$ cat config.mk
export PLATFORM = sky130hd
export DESIGN_NAME = tod_calendar
export DESIGN_NICKNAME = d
export VERILOG_FILES = /design/src/rtl/tod_pkg.sv /design/src/rtl/tod_stage.sv /design/src/rtl/tod_hms.sv /design/src/rtl/tod_date.sv /design/src/rtl/tod_calendar.sv
export SDC_FILE = /design/constraint.sdc
export NUM_CORES = 1
export LEC_CHECK = 0
export ABC_AREA = 1
export CORE_ASPECT_RATIO = 1.25
export CORE_UTILIZATION = 52
export CTS_CLUSTER_SIZE = 14
export DETAILED_ROUTE_END_ITERATION = 8
export GPL_ROUTABILITY_DRIVEN = 0
export PLACE_DENSITY = 0.76
export SYNTH_ARGS = -nofsm -noshare
export SYNTH_HDL_FRONTEND = slang
export SYNTH_HIERARCHICAL = 1
export SYNTH_SLANG_ARGS = --single-unit
$ cat constraint.sdc
create_clock -name clk -period 4.7 [get_ports clk]
set_input_delay 0.705 -clock clk [delete_from_list [all_inputs] [get_ports clk]]
set_output_delay 0.705 -clock clk [all_outputs]
set_load 0.03 [all_outputs]
$ cat src/rtl/tod_pkg.sv
package tod_pkg;

  localparam int WORD_W     = 32;
  localparam int DATE_RAW_W = 23;
  localparam int EPOCH_YEAR = 1970;
  localparam int BUSY_DATE_BIT = 7;
  localparam int BUSY_TIME_BIT = 8;

  typedef enum logic [1:0] {
    SEL_CTRL = 2'd0,
    SEL_TIME = 2'd1,
    SEL_DATE = 2'd2,
    SEL_NONE = 2'd3
  } reg_sel_e;

  typedef struct packed {
    logic [4:0] hr;
    logic [5:0] min;
    logic [5:0] sec;
  } hms_t;

  typedef struct packed {
    logic       leap;
    logic [5:0] year;
    logic [3:0] mon;
    logic [4:0] day;
  } ymd_t;

  localparam int HMS_W = $bits(hms_t);

  function automatic logic [WORD_W-1:0] hms_to_word(input hms_t t);
    logic [WORD_W-1:0] w;
    w        = '0;
    w[5:0]   = t.sec;
    w[13:8]  = t.min;
    w[20:16] = t.hr;
    return w;
  endfunction

  function automatic hms_t word_to_hms(input logic [WORD_W-1:0] w);
    hms_t t;
    t.sec = w[5:0];
    t.min = w[13:8];
    t.hr  = w[20:16];
    return t;
  endfunction

  function automatic logic [WORD_W-1:0] ymd_to_word(input ymd_t d);
    logic [WORD_W-1:0] w;
    w        = '0;
    w[4:0]   = d.day;
    w[11:8]  = d.mon;
    w[21:16] = d.year;
    w[22]    = d.leap;
    return w;
  endfunction

  function automatic ymd_t raw_to_ymd(input logic [DATE_RAW_W-1:0] w);
    ymd_t d;
    d.day  = w[4:0];
    d.mon  = w[11:8];
    d.year = w[21:16];
    d.leap = w[22];
    return d;
  endfunction

  function automatic logic [4:0] month_days(input logic [3:0] mon, input logic leap);
    case (mon)
      4'd2:                    return leap ? 5'd29 : 5'd28;
      4'd4, 4'd6, 4'd9, 4'd11: return 5'd30;
      default:                 return 5'd31;
    endcase
  endfunction

  function automatic logic year_is_leap(input logic [5:0] off);
    int unsigned y;
    y = EPOCH_YEAR + int'(off);
    return (y % 4) == 0;
  endfunction

endpackage

$ cat src/rtl/tod_stage.sv
module tod_stage #(
  parameter int W = 17
) (
  input  logic         clk,
  input  logic         rst_n,
  input  logic         tick,
  input  logic         wr,
  input  logic [W-1:0] wval,
  output logic         busy,
  output logic [W-1:0] held,
  output logic         commit
);

  // A write always re-arms the stage; only a tick with no write drains it.
  always_ff @(posedge clk) begin
    if (!rst_n) begin
      busy <= 1'b0;
      held <= '0;
    end else if (wr) begin
      busy <= 1'b1;
      held <= wval;
    end else if (tick) begin
      busy <= 1'b0;
    end
  end

  // Commit uses the busy state from before this cycle's write.
  assign commit = tick & busy;

  assert_busy_hold_R7: assert property (@(posedge clk) disable iff (!rst_n)
    (busy && !tick) |=> busy);

  assert_busy_drain_R9: assert property (@(posedge clk) disable iff (!rst_n)
    (busy && tick && !wr) |=> !busy);

  assert_busy_set_R8: assert property (@(posedge clk) disable iff (!rst_n)
    wr |=> (busy && held == $past(wval)));

endmodule

$ cat src/rtl/tod_hms.sv
module tod_hms
  import tod_pkg::*;
(
  input  logic clk,
  input  logic rst_n,
  input  logic tick,
  input  logic load,
  input  hms_t ld,
  output hms_t cur,
  output logic day_carry
);

  logic sec_wrap;
  logic min_wrap;
  logic hr_wrap;

  // A field at or past its top value wraps, so that bad loaded values recover.
  assign sec_wrap  = cur.sec >= 6'd59;
  assign min_wrap  = cur.min >= 6'd59;
  assign hr_wrap   = cur.hr  >= 5'd23;
  assign day_carry = tick & ~load & sec_wrap & min_wrap & hr_wrap;

  always_ff @(posedge clk) begin
    if (!rst_n) begin
      cur <= '0;
    end else if (load) begin
      cur <= ld;
    end else if (tick) begin
      cur.sec <= sec_wrap ? 6'd0 : cur.sec + 6'd1;
      if (sec_wrap) begin
        cur.min <= min_wrap ? 6'd0 : cur.min + 6'd1;
        if (min_wrap) begin
          cur.hr <= hr_wrap ? 5'd0 : cur.hr + 5'd1;
        end
      end
    end
  end

  assert_idle_R2: assert property (@(posedge clk) disable iff (!rst_n)
    !tick |=> $stable(cur));

  assert_sec_wrap_R3: assert property (@(posedge clk) disable iff (!rst_n)
    (tick && !load && cur.sec == 6'd59) |=> (cur.sec == 6'd0));

  assert_midnight_R3: assert property (@(posedge clk) disable iff (!rst_n)
    day_carry |=> (cur.hr == 5'd0 && cur.min == 6'd0 && cur.sec == 6'd0));

  assert_load_R9: assert property (@(posedge clk) disable iff (!rst_n)
    load |=> (cur == $past(ld)));

endmodule

$ cat src/rtl/tod_date.sv
module tod_date
  import tod_pkg::*;
#(
  parameter bit LINEAR_DAY = 1'b0,
  parameter int DAY_CNT_W  = 16
) (
  input  logic                  clk,
  input  logic                  rst_n,
  input  logic                  day_step,
  input  logic                  load,
  input  logic [DATE_RAW_W-1:0] ld_raw,
  output logic [WORD_W-1:0]     word
);

  generate
    if (LINEAR_DAY) begin : g_linear
      logic [DAY_CNT_W-1:0] days;

      always_ff @(posedge clk) begin
        if (!rst_n) begin
          days <= '0;
        end else if (load) begin
          days <= ld_raw[DAY_CNT_W-1:0];
        end else if (day_step) begin
          days <= days + 1'b1;
        end
      end

      assign word = WORD_W'(days);

      assert_lin_step_R12: assert property (@(posedge clk) disable iff (!rst_n)
        (day_step && !load) |=> (days == DAY_CNT_W'($past(days) + 1'b1)));

    end else begin : g_calendar
      ymd_t       cur;
      logic [4:0] last_day;
      logic       month_end;
      logic       year_end;
      logic       year_step;
      logic [5:0] next_year;

      assign last_day  = month_days(cur.mon, cur.leap);
      assign month_end = cur.day >= last_day;
      assign year_end  = cur.mon >= 4'd12;
      assign next_year = cur.year + 6'd1;
      assign year_step = day_step & ~load & month_end & year_end;

      always_ff @(posedge clk) begin
        if (!rst_n) begin
          cur      <= '0;
          cur.day  <= 5'd1;
          cur.mon  <= 4'd1;
          cur.leap <= year_is_leap(6'd0);
        end else if (load) begin
          cur <= raw_to_ymd(ld_raw);
        end else if (day_step) begin
          if (month_end) begin
            cur.day <= 5'd1;
            if (year_end) begin
              cur.mon  <= 4'd1;
              cur.year <= next_year;
              cur.leap <= year_is_leap(next_year);
            end else begin
              cur.mon <= cur.mon + 4'd1;
            end
          end else begin
            cur.day <= cur.day + 5'd1;
          end
        end
      end

      assign word = ymd_to_word(cur);

      assert_month_end_R4: assert property (@(posedge clk) disable iff (!rst_n)
        (day_step && !load && month_end) |=> (cur.day == 5'd1));

      assert_leap_rule_R6: assert property (@(posedge clk) disable iff (!rst_n)
        year_step |=> (cur.leap == (cur.year[1:0] == 2'd2) && cur.mon == 4'd1));

      assert_hold_R2: assert property (@(posedge clk) disable iff (!rst_n)
        (!day_step && !load) |=> $stable(cur));
    end
  endgenerate

endmodule

$ cat src/rtl/tod_calendar.sv
module tod_calendar
  import tod_pkg::*;
#(
  parameter bit LINEAR_DAY = 1'b0,
  parameter int ADDR_W     = 2
) (
  input  logic              clk,
  input  logic              rst_n,
  input  logic              sec_tick,
  input  logic              wr_en,
  input  logic [ADDR_W-1:0] addr,
  input  logic [WORD_W-1:0] wdata,
  output logic [WORD_W-1:0] rdata
);

  logic        wr_time;
  logic        wr_date;
  logic        busy_time;
  logic        busy_date;
  logic        commit_time;
  logic        commit_date;
  logic [HMS_W-1:0]      time_held;
  logic [DATE_RAW_W-1:0] date_held;
  hms_t                  now_hms;
  logic                  day_carry;
  logic [WORD_W-1:0]     date_word;
  logic [WORD_W-1:0]     ctrl_word;

  assign wr_time = wr_en && (addr == ADDR_W'(SEL_TIME));
  assign wr_date = wr_en && (addr == ADDR_W'(SEL_DATE));

  tod_stage #(.W(HMS_W)) u_time_stage (
    .clk    (clk),
    .rst_n  (rst_n),
    .tick   (sec_tick),
    .wr     (wr_time),
    .wval   (HMS_W'(word_to_hms(wdata))),
    .busy   (busy_time),
    .held   (time_held),
    .commit (commit_time)
  );

  tod_stage #(.W(DATE_RAW_W)) u_date_stage (
    .clk    (clk),
    .rst_n  (rst_n),
    .tick   (sec_tick),
    .wr     (wr_date),
    .wval   (wdata[DATE_RAW_W-1:0]),
    .busy   (busy_date),
    .held   (date_held),
    .commit (commit_date)
  );

  tod_hms u_hms (
    .clk       (clk),
    .rst_n     (rst_n),
    .tick      (sec_tick),
    .load      (commit_time),
    .ld        (hms_t'(time_held)),
    .cur       (now_hms),
    .day_carry (day_carry)
  );

  tod_date #(.LINEAR_DAY(LINEAR_DAY)) u_date (
    .clk      (clk),
    .rst_n    (rst_n),
    .day_step (day_carry),
    .load     (commit_date),
    .ld_raw   (date_held),
    .word     (date_word)
  );

  always_comb begin
    ctrl_word = '0;
    ctrl_word[BUSY_TIME_BIT] = busy_time;
    ctrl_word[BUSY_DATE_BIT] = busy_date;
  end

  always_comb begin
    case (addr)
      ADDR_W'(SEL_CTRL): rdata = ctrl_word;
      ADDR_W'(SEL_TIME): rdata = hms_to_word(now_hms);
      ADDR_W'(SEL_DATE): rdata = date_word;
      default:           rdata = '0;
    endcase
  end

  assert_time_busy_R7: assert property (@(posedge clk) disable iff (!rst_n)
    wr_time |=> busy_time);

  assert_date_busy_R8: assert property (@(posedge clk) disable iff (!rst_n)
    wr_date |=> busy_date);

  assert_date_wins_R11: assert property (@(posedge clk) disable iff (!rst_n)
    (commit_date && day_carry) |=> (date_word[DATE_RAW_W-1:0] ==
      (LINEAR_DAY ? DATE_RAW_W'($past(date_held[15:0])) : $past(date_held) & 23'h7F_0F1F)));

endmodule

==> impl_results.html, run 1 <==
<table>
<tr><th>Metric</th><th>Value</th></tr>
<tr><th colspan="2">Die</th></tr>
<tr><td>Initial core utilization</td><td>0.534</td></tr>
<tr><td>Overall die height</td><td>102 um</td></tr>
<tr><td>Die outline area</td><td>0.00836 mm^2</td></tr>
<tr><td>FP Rows</td><td>36</td></tr>
<tr><td>Width of the die</td><td>~80 um</td></tr>
<tr><td>Area of the core</td><td>0.00779 mm^2</td></tr>
<tr><td>Number of top-level pins</td><td>70</td></tr>
<tr><th colspan="2">Global routing</th></tr>
<tr><td>Number of antenna violations at the first check in global routing</td><td>0</td></tr>
<tr><td>Vias in the first global route</td><td>between 3k and 4k</td></tr>
<tr><td>Total global routing overflow</td><td>0</td></tr>
<tr><td>First-pass GRT wire length</td><td>16600 um</td></tr>
<tr><td>Largest net degree at the start of global routing</td><td>43</td></tr>
<tr><td>Total routing resource utilization after global routing</td><td>0.258</td></tr>
<tr><th colspan="2">Route</th></tr>
<tr><td>Detailed Route Iter0 Violations</td><td>223</td></tr>
<tr><td>Final routed wirelength across all metal layers</td><td>10000 um</td></tr>
<tr><td>Number of optimization iterations in the first detailed-route pass</td><td>5</td></tr>
<tr><td>Number of vias after detailed routing</td><td>a little under 4k</td></tr>
<tr><td>Count of antenna-violating nets left after detailed routing</td><td>0</td></tr>
<tr><td>Avg WL per Cell</td><td>around 13 um</td></tr>
<tr><td>Avg Vias per Cell</td><td>5.07</td></tr>
<tr><td>Number of remaining DRC errors</td><td>0</td></tr>
<tr><th colspan="2">Clock tree</th></tr>
<tr><td>Largest buffer count on any clock path</td><td>2</td></tr>
<tr><td>Total CTS buffers</td><td>9</td></tr>
<tr><td>Register clock-pin slew on the reported worst setup and hold paths</td><td>0.07 ns</td></tr>
<tr><td>Gates resized, CTS repair</td><td>0</td></tr>
<tr><td>CTS Sinks</td><td>68</td></tr>
<tr><td>Clock latency on the worst-skew pair</td><td>0.34 ns</td></tr>
<tr><td>Clock Tree Root</td><td>clkbuf_8</td></tr>
<tr><td>Number of setup buffers added after CTS</td><td>0</td></tr>
<tr><td>Clock tree from TritonCTS</td><td>built</td></tr>
<tr><td>Post-CTS Hold Buffers</td><td>0</td></tr>
<tr><td>CTS HTree Levels</td><td>3</td></tr>
<tr><th colspan="2">Critical path</th></tr>
<tr><td>Worst Path Required</td><td>around 4 ns</td></tr>
<tr><td>Cell type group with the largest total delay on the critical path</td><td>buffers and inverters</td></tr>
<tr><td>CP Capture Type</td><td>output pin</td></tr>
<tr><td>Cell-by-cell trace of the critical path</td><td>clkdlybuf4s50_1 &gt; inv_2 &gt; nor2_8 &gt; inv_2 &gt; nor2_1 &gt; clkdlybuf4s50_1</td></tr>
<tr><td>Master of the slowest instance on the critical path</td><td>clkdlybuf4s50_1</td></tr>
<tr><td>CP Data Arrival Time</td><td>2.69 ns</td></tr>
<tr><td>Startpoint type of the worst setup path</td><td>primary input</td></tr>
<tr><td>Peak per-stage delay on the critical path</td><td>0.67 ns</td></tr>
<tr><td>Buffers and inverters on the worst path</td><td>4</td></tr>
<tr><td>Maximum fanout along the worst path</td><td>18</td></tr>
<tr><td>Critical path start-end classification</td><td>primary input to output pin</td></tr>
<tr><th colspan="2">Layout</th></tr>
<tr><td>Area growth syn-to-layout</td><td>14.4%</td></tr>
<tr><td>Share of post-route cells with drive strength above 1</td><td>0.0923</td></tr>
<tr><td>Final antenna diode count</td><td>0</td></tr>
<tr><td>Count of nets after finishing</td><td>slightly above 700</td></tr>
<tr><th colspan="2">Worst hold path</th></tr>
<tr><td>Min-Delay Path Class</td><td>flip-flop to flip-flop</td></tr>
<tr><th colspan="2">Logic synthesis</th></tr>
<tr><td>Area of the mapped netlist</td><td>0.00416 mm^2</td></tr>
<tr><td>Count of synthesis-stage warnings from yosys</td><td>6</td></tr>
<tr><td>Synthesized instance count</td><td>631</td></tr>
<tr><td>Average instance area after synthesis</td><td>6.59 um^2</td></tr>
<tr><th colspan="2">Timing</th></tr>
<tr><td>Max transition margin</td><td>0.604</td></tr>
<tr><td>Transition at the pin with the smallest max-transition slack</td><td>0.594 ns</td></tr>
<tr><td>Upper clock frequency limit</td><td>between 200 and 300 MHz</td></tr>
<tr><td>Total of endpoints with negative setup slack in the final report</td><td>0</td></tr>
<tr><td>Pins Over Slew Limit</td><td>0</td></tr>
<tr><td>Final worst path period share</td><td>0.723</td></tr>
<tr><td>Final total negative setup slack</td><td>0 ns</td></tr>
<tr><td>Post-layout minimum cycle time</td><td>3.40 ns</td></tr>
<tr><td>Setup repair after global routing missed its margin</td><td>no</td></tr>
<tr><td>Clock skew</td><td>0.00680 ns</td></tr>
<tr><td>Post-route setup slack</td><td>1.30 ns</td></tr>
<tr><td>Final number of hold-violating endpoints</td><td>0</td></tr>
<tr><th colspan="2">Pwr</th></tr>
<tr><td>Cell-internal power</td><td>roughly 1000 uW</td></tr>
<tr><td>Static Leakage</td><td>0.00214 uW</td></tr>
<tr><td>Reported net switching power</td><td>322 uW</td></tr>
<tr><td>Sw Share</td><td>0.243</td></tr>
<tr><td>Portion of total power attributed to combinational logic</td><td>0.096</td></tr>
<tr><td>Worst VDD drop</td><td>204 uV</td></tr>
<tr><td>Cell area power density</td><td>279 mW/mm^2</td></tr>
<tr><td>Sequential cell fraction of total power</td><td>0.456</td></tr>
<tr><td>Clock network power share</td><td>0.448</td></tr>
<tr><th colspan="2">Place</th></tr>
<tr><td>Setup slack after placement</td><td>1.30 ns</td></tr>
<tr><td>Detailed placer's ending HPWL</td><td>6870 um</td></tr>
<tr><td>Number of buffers added on ports</td><td>44</td></tr>
<tr><th colspan="2">Flow run</th></tr>
<tr><td>Max Cap Violations</td><td>0</td></tr>
<tr><th colspan="2">Run status</th></tr>
<tr><td>Result of the run</td><td>finished clean</td></tr>
</table>
==> metal layers <==
layer  part of all wire  wire length [um]  track usage
met1               0.44              4400        0.312
met2               0.50              4970        0.455
met3              0.049               490       0.0446
met4              0.016               162       0.0837
met5                  0                 0            0
==> through the flow <==
stage               hold WS (ns)   util  instance area, um^2  total power, uW  std cells
floorplan                  0.442      -                 4210              709        646
global placement           0.453  0.579                 4510              742        751
detailed placement         0.461  0.579                 4510              744        751
CTS                        0.491  0.611                 4760             1340        767
global route               0.513  0.611                 4760             1380        767
finish                     0.490  0.611                 4760             1330        767
==> power by group through the flow <==
stage	Combinational [uW]	Clock [uW]	Sequential, uW
after global routing	142	634	607
after global placement	124	0	618
after detailed placement	126	0	618
after CTS	127	605	605
final	127	595	605
after floorplan	94.0	0	615
==> registers in the layout, indices dropped and copies added (netlist names) <==
name               count
u_date/word           16
u_date_stage/busy      1
u_date_stage/held     16
u_hms/cur             17
u_time_stage/busy      1
u_time_stage/held     17
==> worst min-delay path: stages (launching register included) <==
cell,delay (ns)
dfxtp_1,0.33
o21ai_1,0.06
nor2_1,0.07
==> worst paths after layout <==
path	startpoint	to	slack [ns]	cells past startpoint
worst min-delay path	u_time_stage/held[11]	u_time_stage/held[11]	0.49	2
worst max register to register	u_hms/cur[6]	u_date/word[2]	2.29	12
worst max-delay path	addr[1]	rdata[21]	1.30	6
worst min register to register	u_time_stage/held[11]	u_time_stage/held[11]	0.49	2
==> final cells by class <==
cell class / count / area, um^2
fillers: 729 / 3030
flip-flops and latches: 68 / 1360
multi-input cells: 472 / 2290
well taps: 95 / 119
repair buffers: 49 / 478
clock buffers: 10 / 138
clock inverters: 6 / 111
inverters: 67 / 259
==> cells in the final DEF, fill, tap and decap left out, types with 2 or more instances in the layout <==
master             n
nand2_1          150
nor2_1           130
dfxtp_1           68
inv_1             56
clkdlybuf4s50_1   44
nand3_1           36
o21ai_0           35
conb_1            16
a21oi_1           15
ha_1              12
inv_2             10
clkbuf_8          10
a22oi_1           10
nand4_1           10
o21ai_1           10
nand2_2            9
nor2_2             8
buf_4              5
xor2_1             5
xnor2_1            4
bufinv_16          3
nand3_4            3
nand2_4            3
nor2_4             2
a21oi_2            2
No activity file was read; power rests on OpenSTA's default activity.
==> run 2: changes to the inputs <==
CORE_UTILIZATION = 49   (was 52)
PLACE_DENSITY = 0.75   (was 0.76)
clock period = 3.1 ns   (was 4.7 ns; I/O delays follow)
==> run 2 against run 1 <==
Against the previous run:
- the flow now finishes with violations (DRC)
- clock-buffer cell count is the same
- sequential share of layout area shrank 0.24 points
- core utilization is 2.8 points lower
- largest cell class unchanged
==> impl_results.html, run 2 (synthesized netlist as in run 1, its figures left out) <==
<table>
<tr><th>Metric</th><th>Value</th></tr>
<tr><th colspan="2">Critical path</th></tr>
<tr><td>Startpoint type of the worst setup path</td><td>primary input</td></tr>
<tr><td>Critical path start-end classification</td><td>primary input to output pin</td></tr>
<tr><td>Worst Path Required</td><td>2.63 ns</td></tr>
<tr><td>CP Data Arrival Time</td><td>~2.4 ns</td></tr>
<tr><td>CP Capture Type</td><td>output pin</td></tr>
<tr><td>Maximum fanout along the worst path</td><td>18</td></tr>
<tr><th colspan="2">Die</th></tr>
<tr><td>FP Rows</td><td>37</td></tr>
<tr><td>Overall die height</td><td>105 um</td></tr>
<tr><td>Die outline area</td><td>0.00886 mm^2</td></tr>
<tr><td>Area of the core</td><td>between 0.008 and 0.009 mm^2</td></tr>
<tr><td>Width of the die</td><td>84.4 um</td></tr>
<tr><td>Number of top-level pins</td><td>70</td></tr>
<tr><td>Initial core utilization</td><td>0.505</td></tr>
<tr><th colspan="2">Route</th></tr>
<tr><td>Highest Signal Layer</td><td>met4</td></tr>
<tr><td>Met2 wire length</td><td>approximately 5200 um</td></tr>
<tr><td>Avg WL per Cell</td><td>~13 um</td></tr>
<tr><td>Final routed wirelength across all metal layers</td><td>10300 um</td></tr>
<tr><td>Number of remaining DRC errors</td><td>10</td></tr>
<tr><td>Avg Vias per Cell</td><td>around 5.2</td></tr>
<tr><td>Detailed-routing wirelength on met1</td><td>4370 um</td></tr>
<tr><td>Number of optimization iterations in the first detailed-route pass</td><td>7</td></tr>
<tr><td>Detailed Route Iter0 Violations</td><td>226</td></tr>
<tr><td>Met3 layer wire length in the routed design</td><td>497 um</td></tr>
<tr><td>Count of antenna-violating nets left after detailed routing</td><td>0</td></tr>
<tr><td>Number of vias after detailed routing</td><td>roughly 4k</td></tr>
<tr><th colspan="2">Pwr</th></tr>
<tr><td>Portion of total power attributed to combinational logic</td><td>0.098</td></tr>
<tr><td>Reported net switching power</td><td>496 uW</td></tr>
<tr><td>Static Leakage</td><td>~0.0022 uW</td></tr>
<tr><td>Cell-internal power</td><td>between 1500 and 2000 uW</td></tr>
<tr><td>Sw Share</td><td>0.245</td></tr>
<tr><td>Total power</td><td>between 2000 and 2500 uW</td></tr>
<tr><td>Sequential cell fraction of total power</td><td>0.453</td></tr>
<tr><td>Clock network power share</td><td>0.449</td></tr>
<tr><td>Cell area power density</td><td>422 mW/mm^2</td></tr>
<tr><td>Worst VDD drop</td><td>351 uV</td></tr>
<tr><th colspan="2">Timing</th></tr>
<tr><td>Upper clock frequency limit</td><td>353 MHz</td></tr>
<tr><td>Max transition margin</td><td>0.550</td></tr>
<tr><td>Final number of hold-violating endpoints</td><td>0</td></tr>
<tr><td>Setup repair after global routing missed its margin</td><td>no</td></tr>
<tr><td>Post-layout minimum cycle time</td><td>2.84 ns</td></tr>
<tr><td>Hold slack</td><td>roughly 0.49 ns</td></tr>
<tr><td>Final total negative setup slack</td><td>0 ns</td></tr>
<tr><td>Clock skew</td><td>0.00947 ns</td></tr>
<tr><td>Final worst path period share</td><td>0.915</td></tr>
<tr><td>Total of endpoints with negative setup slack in the final report</td><td>0</td></tr>
<tr><td>Pins Over Slew Limit</td><td>0</td></tr>
<tr><td>Transition at the pin with the smallest max-transition slack</td><td>0.673 ns</td></tr>
<tr><th colspan="2">Layout</th></tr>
<tr><td>Count of nets after finishing</td><td>722</td></tr>
<tr><td>Design area</td><td>0.00480 mm^2</td></tr>
<tr><td>Non-filler instance count after layout</td><td>774</td></tr>
<tr><td>Most common library cell in the layout ignoring fill and taps</td><td>nand2_1</td></tr>
<tr><td>Filler cell count in the final layout</td><td>816</td></tr>
<tr><td>Flip-flop and latch area</td><td>0.00136 mm^2</td></tr>
<tr><td>Highest-count cells in the layout ignoring fill and taps</td><td>nand2_1 (150), nor2_1 (130), dfxtp_1 (68)</td></tr>
<tr><td>Area occupied by multi-input gates</td><td>0.00229 mm^2</td></tr>
<tr><td>Final antenna diode count</td><td>0</td></tr>
<tr><td>Biggest regs</td><td>u_hms/cur x17, u_time_stage/held x17</td></tr>
<tr><td>Share of post-route cells with drive strength above 1</td><td>0.0990</td></tr>
<tr><td>Area growth syn-to-layout</td><td>15.4%</td></tr>
<tr><th colspan="2">Clock tree</th></tr>
<tr><td>CTS HTree Levels</td><td>3</td></tr>
<tr><td>Total CTS buffers</td><td>9</td></tr>
<tr><td>Largest buffer count on any clock path</td><td>2</td></tr>
<tr><td>Clock Tree Root</td><td>clkbuf_8</td></tr>
<tr><td>Register clock-pin slew on the reported worst setup and hold paths</td><td>roughly 0.07 ns</td></tr>
<tr><td>CTS Sinks</td><td>slightly below 70</td></tr>
<tr><td>Clock latency on the worst-skew pair</td><td>0.36 ns</td></tr>
<tr><td>Post-CTS Hold Buffers</td><td>0</td></tr>
<tr><td>Gates resized, CTS repair</td><td>0</td></tr>
<tr><td>Number of setup buffers added after CTS</td><td>0</td></tr>
<tr><td>Clock tree from TritonCTS</td><td>built</td></tr>
<tr><th colspan="2">Place</th></tr>
<tr><td>Cell Area, Placed</td><td>roughly 0.0045 mm^2</td></tr>
<tr><td>Detailed placer's ending HPWL</td><td>7310 um</td></tr>
<tr><td>Number of buffers added on ports</td><td>44</td></tr>
<tr><td>Cell total after placement</td><td>758</td></tr>
<tr><th colspan="2">Global routing</th></tr>
<tr><td>Vias in the first global route</td><td>3875</td></tr>
<tr><td>Largest net degree at the start of global routing</td><td>23</td></tr>
<tr><td>Total global routing overflow</td><td>0</td></tr>
<tr><td>First-pass GRT wire length</td><td>around 17000 um</td></tr>
<tr><td>Number of antenna violations at the first check in global routing</td><td>0</td></tr>
<tr><td>Total routing resource utilization after global routing</td><td>0.244</td></tr>
<tr><th colspan="2">Run status</th></tr>
<tr><td>Result of the run</td><td>complete, but fails checks</td></tr>
<tr><td>Violated checks</td><td>DRC</td></tr>
<tr><th colspan="2">Flow run</th></tr>
<tr><td>Max Cap Violations</td><td>0</td></tr>
<tr><th colspan="2">Worst hold path</th></tr>
<tr><td>Min-Delay Path Class</td><td>flip-flop to flip-flop</td></tr>
</table>
run 2: final cells by class:
type / count / share of cell area
flip-flops and latches: 68 / 0.284
multi-input cells: 472 / 0.478
clock buffers: 10 / 0.0287
well taps: 97 / 0.0253
clock inverters: 6 / 0.0232
inverters: 67 / 0.0540
repair buffers: 54 / 0.107
run 2: power by group through the flow:
| stage | registers (uW) | clock network, uW | logic (uW) |
|---|---|---|---|
| after global placement | 936 | 0 | 192 |
| after CTS | 917 | 925 | 197 |
| after global routing | 920 | 949 | 218 |
| final | 918 | 909 | 198 |
| after floorplan | 932 | 0 | 142 |
| after detailed placement | 937 | 0 | 195 |
run 2: layer usage:
metal / up-vias / GRT usage
met4: 0 / 0.132
li1: 2042 / -
met3: 19 / 0.0363
met5: - / 0
met1: 1821 / 0.270
met2: 113 / 0.443
run 2: critical path, cell delays in order:
cell and delay, ns:
clkdlybuf4s50_1 0.60, inv_2 0.13, nor2_8 0.28, inv_2 0.12
nor2_1 0.10, clkdlybuf4s50_1 0.67
run 2: path summary, 6_finish.rpt:
| check | startpoint | end | slack (ns) | cells past startpoint |
|---|---|---|---|---|
| hold / removal | u_time_stage/held[10] | u_time_stage/held[10] | 0.49 | 2 |
| setup reg to reg | u_hms/cur[6] | u_date/word[2] | 0.84 | 12 |
| setup / recovery | addr[1] | rdata[21] | 0.26 | 6 |
| hold reg to reg | u_time_stage/held[10] | u_time_stage/held[10] | 0.49 | 2 |
run 2: metrics by stage:
stage | utilization | setup slack [ns]
after detailed placement | 0.552 | 0.275
final | 0.582 | 0.264
after floorplan | - | 1.05
after CTS | 0.582 | 0.266
after global placement | 0.552 | 0.309
after global routing | 0.582 | 0.140
